`src/rtl/gpio_pkg.sv`:
```
package gpio_pkg;
  localparam int unsigned DATA_W     = 32;
  localparam int unsigned ADDR_W     = 7;
  localparam int unsigned MAX_PORTS  = 4;
  localparam int unsigned PORT_IDX_W = 2;
  localparam int unsigned PAIR_STEP  = 12;
  localparam int unsigned PIN_BASE   = 'h50;
  localparam int unsigned PIN_STEP   = 4;

  typedef enum logic [3:0] {
    SEL_NONE, SEL_DR, SEL_DDR, SEL_PIN, SEL_EN, SEL_MASK,
    SEL_TYPE, SEL_POL, SEL_STAT, SEL_FILT, SEL_CLR
  } reg_sel_e;

  typedef struct packed {
    reg_sel_e              sel;
    logic [PORT_IDX_W-1:0] port;
  } dec_t;

  function automatic dec_t decode_addr(input logic [ADDR_W-1:0] a, input bit alt,
                                       input int unsigned nports);
    dec_t d;
    d.sel  = SEL_NONE;
    d.port = '0;
    for (int p = 0; p < int'(MAX_PORTS); p++) begin
      if (p < int'(nports)) begin
        if (a == ADDR_W'(p * PAIR_STEP)) begin
          d.sel = SEL_DR;  d.port = PORT_IDX_W'(p);
        end
        if (a == ADDR_W'(p * PAIR_STEP + 4)) begin
          d.sel = SEL_DDR; d.port = PORT_IDX_W'(p);
        end
        if (a == ADDR_W'(PIN_BASE + p * PIN_STEP)) begin
          d.sel = SEL_PIN; d.port = PORT_IDX_W'(p);
        end
      end
    end
    if (a == ADDR_W'('h30)) d.sel = SEL_EN;
    if (a == ADDR_W'('h48)) d.sel = SEL_FILT;
    if (alt) begin
      case (a)
        ADDR_W'('h34): d.sel = SEL_TYPE;
        ADDR_W'('h38): d.sel = SEL_POL;
        ADDR_W'('h3c): d.sel = SEL_STAT;
        ADDR_W'('h40): d.sel = SEL_CLR;
        ADDR_W'('h44): d.sel = SEL_MASK;
        default: ;
      endcase
    end else begin
      case (a)
        ADDR_W'('h34): d.sel = SEL_MASK;
        ADDR_W'('h38): d.sel = SEL_TYPE;
        ADDR_W'('h3c): d.sel = SEL_POL;
        ADDR_W'('h40): d.sel = SEL_STAT;
        ADDR_W'('h4c): d.sel = SEL_CLR;
        default: ;
      endcase
    end
    return d;
  endfunction
endpackage

```
`src/rtl/gpio_sync.sv`:
```
module gpio_sync #(
  parameter int unsigned W = 32
) (
  input  logic         clk_i,
  input  logic         rst_ni,
  input  logic [W-1:0] d_i,
  output logic [W-1:0] q_o
);
  logic [W-1:0] s1_q, s2_q;

  always_ff @(posedge clk_i or negedge rst_ni) begin
    if (!rst_ni) begin
      s1_q <= '0;
      s2_q <= '0;
    end else begin
      s1_q <= d_i;
      s2_q <= s1_q;
    end
  end

  assign q_o = s2_q;
endmodule

```
`src/rtl/gpio_filter.sv`:
```
module gpio_filter #(
  parameter int unsigned W   = 32,
  parameter int unsigned DIV = 1024
) (
  input  logic         clk_i,
  input  logic         rst_ni,
  input  logic [W-1:0] d_i,
  output logic [W-1:0] q_o
);
  logic tick;

  generate
    if (DIV > 1) begin : g_div
      localparam int unsigned CW = $clog2(DIV);
      logic [CW-1:0] cnt_q;
      assign tick = (cnt_q == CW'(DIV - 1));
      always_ff @(posedge clk_i or negedge rst_ni) begin
        if (!rst_ni)   cnt_q <= '0;
        else if (tick) cnt_q <= '0;
        else           cnt_q <= cnt_q + 1'b1;
      end
    end else begin : g_nodiv
      assign tick = 1'b1;
    end
  endgenerate

  logic [W-1:0] samp_q, out_q, agree;
  assign agree = ~(d_i ^ samp_q);

  always_ff @(posedge clk_i or negedge rst_ni) begin
    if (!rst_ni) begin
      samp_q <= '0;
      out_q  <= '0;
    end else if (tick) begin
      samp_q <= d_i;
      out_q  <= (agree & d_i) | (~agree & out_q);
    end
  end

  assign q_o = out_q;
endmodule

```
`src/rtl/gpio_irq.sv`:
```
module gpio_irq #(
  parameter int unsigned W = 32
) (
  input  logic         clk_i,
  input  logic         rst_ni,
  input  logic [W-1:0] src_i,
  input  logic [W-1:0] en_i,
  input  logic [W-1:0] mask_i,
  input  logic [W-1:0] type_i,
  input  logic [W-1:0] pol_i,
  input  logic [W-1:0] clr_i,
  output logic [W-1:0] pend_o,
  output logic [W-1:0] status_o
);
  logic [W-1:0] prev_q, pend_q, hit, lvl, raw;

  // polarity 1 = rising, 0 = falling
  assign hit = (pol_i & src_i & ~prev_q) | (~pol_i & ~src_i & prev_q);

  always_ff @(posedge clk_i or negedge rst_ni) begin
    if (!rst_ni) begin
      prev_q <= '0;
      pend_q <= '0;
    end else begin
      prev_q <= src_i;
      pend_q <= en_i & type_i & ((pend_q & ~clr_i) | hit);
    end
  end

  assign lvl      = ~(src_i ^ pol_i);
  assign raw      = (type_i & pend_q) | (~type_i & lvl);
  assign status_o = raw & en_i & ~mask_i;
  assign pend_o   = pend_q;
endmodule

```
`src/rtl/gpio_apb_ctrl.sv`:
```
module gpio_apb_ctrl
  import gpio_pkg::*;
#(
  parameter int unsigned NUM_PORTS = 4,
  parameter bit          ALT_MAP   = 1'b0,
  parameter int unsigned DEB_DIV   = 1024
) (
  input  logic                        clk_i,
  input  logic                        rst_ni,
  input  logic                        psel_i,
  input  logic                        penable_i,
  input  logic                        pwrite_i,
  input  logic [ADDR_W-1:0]           paddr_i,
  input  logic [DATA_W-1:0]           pwdata_i,
  output logic [DATA_W-1:0]           prdata_o,
  output logic                        pready_o,
  input  logic [NUM_PORTS*DATA_W-1:0] pins_i,
  output logic [NUM_PORTS*DATA_W-1:0] pad_out_o,
  output logic [NUM_PORTS*DATA_W-1:0] pad_oe_o,
  output logic                        irq_o,
  output logic [DATA_W-1:0]           irq_line_o
);
  localparam int unsigned PW = NUM_PORTS * DATA_W;

  dec_t dec;
  logic wr_en;
  assign dec   = decode_addr(paddr_i, ALT_MAP, NUM_PORTS);
  assign wr_en = psel_i & penable_i & pwrite_i;

  logic [DATA_W-1:0] dr_q  [NUM_PORTS];
  logic [DATA_W-1:0] ddr_q [NUM_PORTS];
  logic [PW-1:0]     pins_sync;

  generate
    for (genvar p = 0; p < int'(NUM_PORTS); p++) begin : g_port
      always_ff @(posedge clk_i or negedge rst_ni) begin
        if (!rst_ni) begin
          dr_q[p]  <= '0;
          ddr_q[p] <= '0;
        end else if (wr_en && dec.port == PORT_IDX_W'(p)) begin
          if (dec.sel == SEL_DR)  dr_q[p]  <= pwdata_i;
          if (dec.sel == SEL_DDR) ddr_q[p] <= pwdata_i;
        end
      end
      assign pad_out_o[p*DATA_W +: DATA_W] = dr_q[p];
      assign pad_oe_o[p*DATA_W +: DATA_W]  = ddr_q[p];
    end
  endgenerate

  logic [DATA_W-1:0] en_q, mask_q, type_q, pol_q, filt_q;

  always_ff @(posedge clk_i or negedge rst_ni) begin
    if (!rst_ni) begin
      en_q   <= '0;
      mask_q <= '0;
      type_q <= '0;
      pol_q  <= '0;
      filt_q <= '0;
    end else if (wr_en) begin
      case (dec.sel)
        SEL_EN:   en_q   <= pwdata_i;
        SEL_MASK: mask_q <= pwdata_i;
        SEL_TYPE: type_q <= pwdata_i;
        SEL_POL:  pol_q  <= pwdata_i;
        SEL_FILT: filt_q <= pwdata_i;
        default: ;
      endcase
    end
  end

  logic [DATA_W-1:0] eoi_clr;
  assign eoi_clr = (wr_en && dec.sel == SEL_CLR) ? pwdata_i : '0;

  gpio_sync #(.W(PW)) u_sync (
    .clk_i (clk_i),
    .rst_ni(rst_ni),
    .d_i   (pins_i),
    .q_o   (pins_sync)
  );

  logic [DATA_W-1:0] filt_val, irq_src, pend_a, status;

  gpio_filter #(.W(DATA_W), .DIV(DEB_DIV)) u_filt (
    .clk_i (clk_i),
    .rst_ni(rst_ni),
    .d_i   (pins_sync[DATA_W-1:0]),
    .q_o   (filt_val)
  );

  assign irq_src = (filt_q & filt_val) | (~filt_q & pins_sync[DATA_W-1:0]);

  gpio_irq #(.W(DATA_W)) u_irq (
    .clk_i   (clk_i),
    .rst_ni  (rst_ni),
    .src_i   (irq_src),
    .en_i    (en_q),
    .mask_i  (mask_q),
    .type_i  (type_q),
    .pol_i   (pol_q),
    .clr_i   (eoi_clr),
    .pend_o  (pend_a),
    .status_o(status)
  );

  assign irq_line_o = status;
  assign irq_o      = |status;

  logic [DATA_W-1:0] rd;
  always_comb begin
    rd = '0;
    for (int p = 0; p < int'(NUM_PORTS); p++) begin
      if (dec.port == PORT_IDX_W'(p)) begin
        if (dec.sel == SEL_DR)  rd = dr_q[p];
        if (dec.sel == SEL_DDR) rd = ddr_q[p];
        if (dec.sel == SEL_PIN) rd = pins_sync[p*DATA_W +: DATA_W];
      end
    end
    case (dec.sel)
      SEL_EN:   rd = en_q;
      SEL_MASK: rd = mask_q;
      SEL_TYPE: rd = type_q;
      SEL_POL:  rd = pol_q;
      SEL_STAT: rd = status;
      SEL_FILT: rd = filt_q;
      default: ;
    endcase
  end

  assign prdata_o = (psel_i && !pwrite_i) ? rd : '0;
  assign pready_o = 1'b1;
endmodule

```
`config.mk`:
```
export PLATFORM = sky130hd
export DESIGN_NAME = gpio_apb_ctrl
export DESIGN_NICKNAME = d
export VERILOG_FILES = /design/src/rtl/gpio_pkg.sv /design/src/rtl/gpio_sync.sv /design/src/rtl/gpio_filter.sv /design/src/rtl/gpio_irq.sv /design/src/rtl/gpio_apb_ctrl.sv
export SDC_FILE = /design/constraint.sdc
export NUM_CORES = 1
export LEC_CHECK = 0
export BUFFER_PORTS_ARGS = -buffer_cell sky130_fd_sc_hd__buf_2
export CORE_ASPECT_RATIO = 2
export CORE_MARGIN = 3
export CORE_UTILIZATION = 45
export DETAILED_ROUTE_END_ITERATION = 10
export GPL_TIMING_DRIVEN = 0
export PLACE_DENSITY = 0.65
export SLEW_MARGIN = 20
export SYNTH_ARGS = -nofsm -noshare
export SYNTH_HDL_FRONTEND = slang
export SYNTH_HIERARCHICAL = 1
export SYNTH_SLANG_ARGS = --single-unit
export TNS_END_PERCENT = 30
```
`constraint.sdc`:
```
create_clock -name clk_i -period 3.2 [get_ports clk_i]
set_input_delay 0 -clock clk_i [delete_from_list [all_inputs] [get_ports clk_i]]
set_output_delay 0 -clock clk_i [all_outputs]
set_load 0.005 [all_outputs]
```
Yosys cells after proc, flatten, opt, wreduce, memory -nomap -nowiden
Index checks and enable logic that the tools add are counted.

Register bits: 810. Input port bits: 172. Output and inout port bits: 322. Logic and storage cells: 145.

$add $sub $neg: 1. Equal/unequal tests: 32. Muxes and demuxes: 35. Bitwise logic cells: 34. Reductions and logical operators: 23.

Operator list (number): two-way mux 32 bit (18); bitwise AND 32 bit (15); NOT 32 bit (10); one-hot mux 32 bit (6 select lines) (1); OR 32 bit (5); XOR 32 bit (2); equality test 7 bit (second input constant) (7); equality test 7 x 6 -> 1 bit (second input constant) (6); two-way mux 6 bit (6); OR reduction 32 bit (1); two-way mux 4 bit (7); AND reduction 2 bit (13); equality test 7 x 5 -> 1 bit (second input constant) (3); one-hot mux 4 bit (5 select lines) (1); equality test 4 x 3 -> 1 bit (second input constant) (4); equality test 4 bit (second input constant) (3); adder 10 x 1 -> 10 bit (second input constant) (1); equality test 10 bit (second input constant) (1); two-way mux 10 bit (1); equality test 4 x 2 -> 1 bit (second input constant) (2); equality test 7 x 3 -> 1 bit (second input constant) (1); equality test 7 x 4 -> 1 bit (second input constant) (1); zero test 7 bit (1); logical AND 1 bit (6); other kinds (7) (9).

Depth between registers and ports, before layout
Depth in word-level cells: 35. Mapped depth: 12. Gate-level depth less buffers: 9.

By module
Netlist, hierarchy kept.

Modules (own cells, without submodules): gpio_apb_ctrl (instances 1, cells an instance 1944, area an instance 22295.1 µm², sequential area each 10410.0 µm²); gpio_sync (instances 1, cells an instance 256, area an instance 6406.1 µm², sequential area each 6406.1 µm²); gpio_irq (instances 1, cells an instance 448, area an instance 4244.1 µm², sequential area each 1601.5 µm²); gpio_filter (instances 1, cells an instance 287, area an instance 3344.5 µm², sequential area each 1851.8 µm²).

Worst setup path after synthesis
OpenSTA, ideal clock, no wires.

Path kind: input -> register. Start point: input port paddr_i[5]. End point: register pol_q[20]. Setup time: 125 ps. Arrival: 1868 ps. Data required time: 3075 ps. Path slack: 1207 ps. Cell stages on the path: 8. Buffers on the path: 5. Cells stage by stage: buf_2 > buf_2 > buf_2 > buf_2 > nand3_1 > nor3_1 > buf_2 > mux2_2.

Word-level cells in the longest chain between the ends: 18. Elaborated cells between the ends (all ways): 36. Classes of those cells: eq/ne (19); mux (15); reduce/logical (2).

Ends and longest elaborated chain: start, declared (line gpio_apb_ctrl.sv:13) `input logic [ADDR_W-1:0] paddr_i,`; zero test 7 bit (line gpio_pkg.sv:27) `if (a == ADDR_W'(p * PAIR_STEP)) begin`; two-way mux 3 bit (line gpio_pkg.sv:27); two-way mux 4 bit (line gpio_pkg.sv:30) `if (a == ADDR_W'(p * PAIR_STEP + 4)) begin`; two-way mux 4 bit (line gpio_pkg.sv:33) `if (a == ADDR_W'(PIN_BASE + p * PIN_STEP)) begin`; two-way mux 4 bit (line gpio_pkg.sv:27); two-way mux 4 bit (line gpio_pkg.sv:30); two-way mux 4 bit (line gpio_pkg.sv:33); two-way mux 6 bit (line gpio_pkg.sv:27); (+2 left out); two-way mux 6 bit (line gpio_pkg.sv:27); two-way mux 6 bit (line gpio_pkg.sv:30); two-way mux 6 bit (line gpio_pkg.sv:33); two-way mux 4 bit (line gpio_pkg.sv:38) `if (a == ADDR_W'('h30)) d.sel = SEL_EN;`; two-way mux 4 bit (line gpio_pkg.sv:39) `if (a == ADDR_W'('h48)) d.sel = SEL_FILT;`; one-hot mux 4 bit (5 select lines) (*) (line gpio_pkg.sv:50) `case (a)`; equality test 4 x 3 -> 1 bit (*) (line gpio_apb_ctrl.sv:60) `case (dec.sel)`; AND reduction 2 bit (no line) (*); end signal, assigned (line gpio_apb_ctrl.sv:64) `SEL_POL: pol_q <= pwdata_i;`; end, declared (line gpio_apb_ctrl.sv:50) `logic [DATA_W-1:0] en_q, mask_q, type_q, pol_q, filt_q;`.

Mark *: on every way between the ends. The rest lies on a longest branch, timed or not. A chain may end at the register's enable or synchronous reset.

Final worst setup path
Start point: input port paddr_i[2]. End point: output port prdata_o[29].

Word-level cells in the longest chain between the ends: 35. Elaborated cells between the ends (all ways): 65. Classes of those cells: eq/ne (30); mux (33); reduce/logical (2).

Ends and longest elaborated chain: zero test 7 bit (line gpio_pkg.sv:27); two-way mux 3 bit (line gpio_pkg.sv:27); two-way mux 4 bit (line gpio_pkg.sv:30); two-way mux 4 bit (line gpio_pkg.sv:33); two-way mux 4 bit (line gpio_pkg.sv:27); two-way mux 4 bit (line gpio_pkg.sv:30); two-way mux 4 bit (line gpio_pkg.sv:33); two-way mux 6 bit (line gpio_pkg.sv:27); (+19 left out); two-way mux 32 bit (line gpio_apb_ctrl.sv:115) `if (dec.sel == SEL_PIN) rd = pins_sync[p*DATA_W +: DATA_W];`; two-way mux 32 bit (line gpio_apb_ctrl.sv:112) `if (dec.port == PORT_IDX_W'(p)) begin`; two-way mux 32 bit (line gpio_apb_ctrl.sv:113) `if (dec.sel == SEL_DR) rd = dr_q[p];`; two-way mux 32 bit (line gpio_apb_ctrl.sv:114) `if (dec.sel == SEL_DDR) rd = ddr_q[p];`; two-way mux 32 bit (line gpio_apb_ctrl.sv:115); two-way mux 32 bit (line gpio_apb_ctrl.sv:112); one-hot mux 32 bit (6 select lines) (*) (line gpio_apb_ctrl.sv:118) `case (dec.sel)`; two-way mux 32 bit (*) (line gpio_apb_ctrl.sv:129) `assign prdata_o = (psel_i && !pwrite_i) ? rd : '0;`; end, declared (line gpio_apb_ctrl.sv:15) `output logic [DATA_W-1:0] prdata_o,`.

Marked as above.

==> impl_metrics.ini <==
[run]
maxCapViolCount = 0

[timing]
fin_tns_setup_ns = -1.019
maxSlewHeadroom_pct = 16.14
finalHoldViolCount = 0
slew_violations = 0
min_period_ns = 3.517
timing.fmax_mhz = 284.3
setup_ws_ns = -0.3170
setup_viol = 11
finalCritPeriodShare_pct = 109.9
worstMarginPinSlew_ns = 1.258
fin_skew_ns = 0.02562
rsz0062_at_grt = true

[critical_path]
slowest_stage = clkbuf_1
critPathMaxStageDelay_ns = 0.63
rrSetupSlack_ns = 0.94
crit_required_ns = 3.20
worstPathArrival_ns = 3.52
cp_top_family = buffers and inverters
endpoint_kind = output port
start_kind = input port
crit_chain = buf_2 > nand2b_1 > clkbuf_1 > o21ai_1 > nor3_2 > clkbuf_2 > o2bb2ai_1 > a221oi_2 > a21oi_1 > buf_2
worst-path-buf-inv = 4
crit_type = in2out
worstPathMaxFanout = 10
cpMostUsedCell = buf_2

[synth]
synth_flop_cell = dfrtp_1
synth_edf_count = 0
synth_area_sq_um = 36290
synth_cell_type_count = 85
ys_async_sr_fraction_pct = 100.0
synthCells = 2935
synth-seq-cells = 810
yosysWarnings = 6
avgSynthCellArea_sq_um = 12.36
syn_nets = 3172
seq_area_frac_synth_pct = 55.85

[power_and_ir_drop]
clock_power_share_pct = 43.4
swShare_pct = 25.10
power_density_nw_per_um2 = 488.1
leakagePower_nw = 22.17
seq_power_share_pct = 48.0
power_switching_mw = 5.670
p_int_mw = 16.91
comb_power_share_pct = 8.6
ir_drop_mv = 0.5156
power_mw = 22.58

[global_routing]
overflow = 0
grt_max_degree = 135
grt_util_all_layers_pct = 37.16
antenna_found_initial = 5
grt_pass1_vias = 30785
grt_pass1_wl_um = 220800

[clocking]
root_buffer = clkbuf_16
insertion_delay_ns = 0.68
path_clk_slew_ns = 0.06
cts_tree = yes
htreeDepth = 3
clockBufferDepth = 3
clock_sinks = 810
cts_buffers = 76

[route]
routed-via-count = 30050
first_iter_violations = 2681
avgViaCountPerCell = 6.111
final_antenna_net_count = 0
post-route-drc-count = 0
wirelength_um = 158600
firstDrtPassIters = 7
wl_per_cell_um = 32.25

[cells_and_area]
areaGrowthSynthToFinish_pct = 27.50
fin_cells = 4917
fillers = 6774
nNetsFinal = 4050
layout-drive-gt1-share_pct = 28.87
layout.cells.most_common_list = 793 x dfrtp_1, 558 x buf_2, 283 x dlygate4sd3_1, 251 x mux2_2, 238 x mux2_1
layout_commonest_cell = dfrtp_1

[floorplan]
num_rows = 146
die_h_um = 407.6
die_w_um = 206.8
coreArea_sq_um = 79650
dieArea_sq_um = 84290
num_io_pins = 494
initial_core_util_pct = 45.56

[place]
gp_congestion = 1.038
place_inst = 4466
io_buffers = 489
hpwl_um = 116200

[run_status]
violations = setup timing
status = finished with violations

[hold_path]
min_path_type = in2reg
==> cell families after synthesis <==
logic type | Yosys count | synth area share (%)
AOI/OAI and AO/OA | 624 | 13.08
and+or+nand+nor | 565 | 7.778
buffers and inverters | 292 | 3.420
adders and majority gates | 65 | 2.241
DFF | 810 | 55.85
other | 1 | 0.01033
xor gates and xnor gates | 8 | 0.1931
muxes | 570 | 17.42
==> sequential cells by signal, indices dropped and copies added, names as in the netlist, named ones only <==
register,cells
pad_oe_o,128
pad_out_o,128
u_sync/q_o,128
u_sync/s1_q,128
en_q,32
filt_q,32
mask_q,32
pol_q,32
type_q,32
u_filt/samp_q,32
u_irq/pend_o,32
u_irq/prev_q,32
u_filt/g_div.cnt_q,10
==> metrics by stage <==
| step | area (sq um) | util [%] | setup slack (ns) | hold WS [ns] |
|---|---|---|---|---|
| 4_1_cts | 45990 | 57.74 | -0.06223 | 0.001594 |
| 3_5_place_dp | 40220 | 50.49 | -1.106 | 0.05436 |
| 2_1_floorplan | 36290 | - | 1.207 | -0.2956 |
| 3_3_place_gp | 40030 | 50.26 | -15.33 | 0.1079 |
| 6_report | 46270 | 58.09 | -0.3170 | 0.01882 |
| 5_1_grt | 46250 | 58.07 | -0.1096 | 0.02649 |
==> power by group through the flow <==
| stage | registers [mW] | logic [mW] | clock network, mW |
|---|---|---|---|
| after floorplan | 10.9 | 0.634 | 0 |
| after global placement | 11.0 | 1.52 | 0 |
| after detailed placement | 11.0 | 1.57 | 0 |
| after CTS | 10.8 | 1.88 | 9.92 |
| after global routing | 10.8 | 2.05 | 10.3 |
| final | 10.8 | 1.94 | 9.81 |
==> layout make-up <==
type	count	area, sq um	share of cell area [%]
clock inverters	31	421.7	0.9113
diodes	8	20.02	0.04327
clock buffers	107	2230	4.819
inverters	73	275.3	0.5949
multi-input cells	1833	15050	32.52
flip-flops and latches	810	20290	43.85
well taps	1036	1296	2.802
plain buffers	218	1045	2.258
repair buffers	801	5645	12.20
==> worst paths after layout <==
path	from	endpoint	cells after the start
max in group asynchronous	rst_ni	filt_q[16]	5
min reg2reg	u_sync/s1_q[22]	u_sync/q_o[22]	0
min	pins_i[18]	u_sync/s1_q[18]	2
max	paddr_i[2]	prdata_o[29]	10
min in group asynchronous	rst_ni	u_sync/s1_q[9]	3
max reg2reg	u_filt/g_div.cnt_q[0]	u_filt/samp_q[20]	5
==> per-layer routing <==
layer,track usage (%),wire (um)
met5,0,13
met2,59.76,74250
met4,33.43,18200
met3,9.002,13340
met1,39.90,52780
==> Yosys cell counts, types with 25 or more instances <==
cell / instances / area share (%)
clkbuf_1: 129 / 1.3
nand2b_1: 71 / 1.2
nor2_1: 75 / 0.78
nand3_1: 42 / 0.58
a32oi_1: 27 / 0.65
dfrtp_1: 810 / 56
a31oi_1: 26 / 0.45
o311ai_0: 32 / 0.77
o2bb2ai_1: 30 / 0.72
mux2_1: 238 / 7.4
a221oi_1: 67 / 1.6
buf_2: 71 / 0.98
a21oi_2: 37 / 0.89
mux2i_1: 77 / 2.1
a21o_1: 49 / 1.0
inv_1: 71 / 0.73
a311o_1: 25 / 0.69
mux2_2: 255 / 7.9
o21ai_0: 75 / 1.0
a21oi_1: 95 / 1.3
nor3_1: 43 / 0.59
or2_1: 35 / 0.60
and2_1: 36 / 0.62
nand2_1: 195 / 2.0
ha_1: 65 / 2.2
o41ai_1: 33 / 0.80
==> worst reg2reg max path, delay by kind of cell, from the launching register on <==
family | cells | cell delay (ns)
buffers and inverters | 1 | 0.25
DFF | 1 | 0.42
muxes | 1 | 0.35
and+or+nand+nor | 2 | 0.84
adders and majority gates | 1 | 0.30
==> repair_timing <==
item | 4_1_cts | 5_1_grt
endpoints found under the hold margin | 681 | 0
pin swaps | 9 | 9
setup endpoints to repair | 33 | 31
setup buffers | 6 | 16
hold buffers | 283 | 0
gates resized for setup | 78 | 51
(Power assumes the default switching activity.)
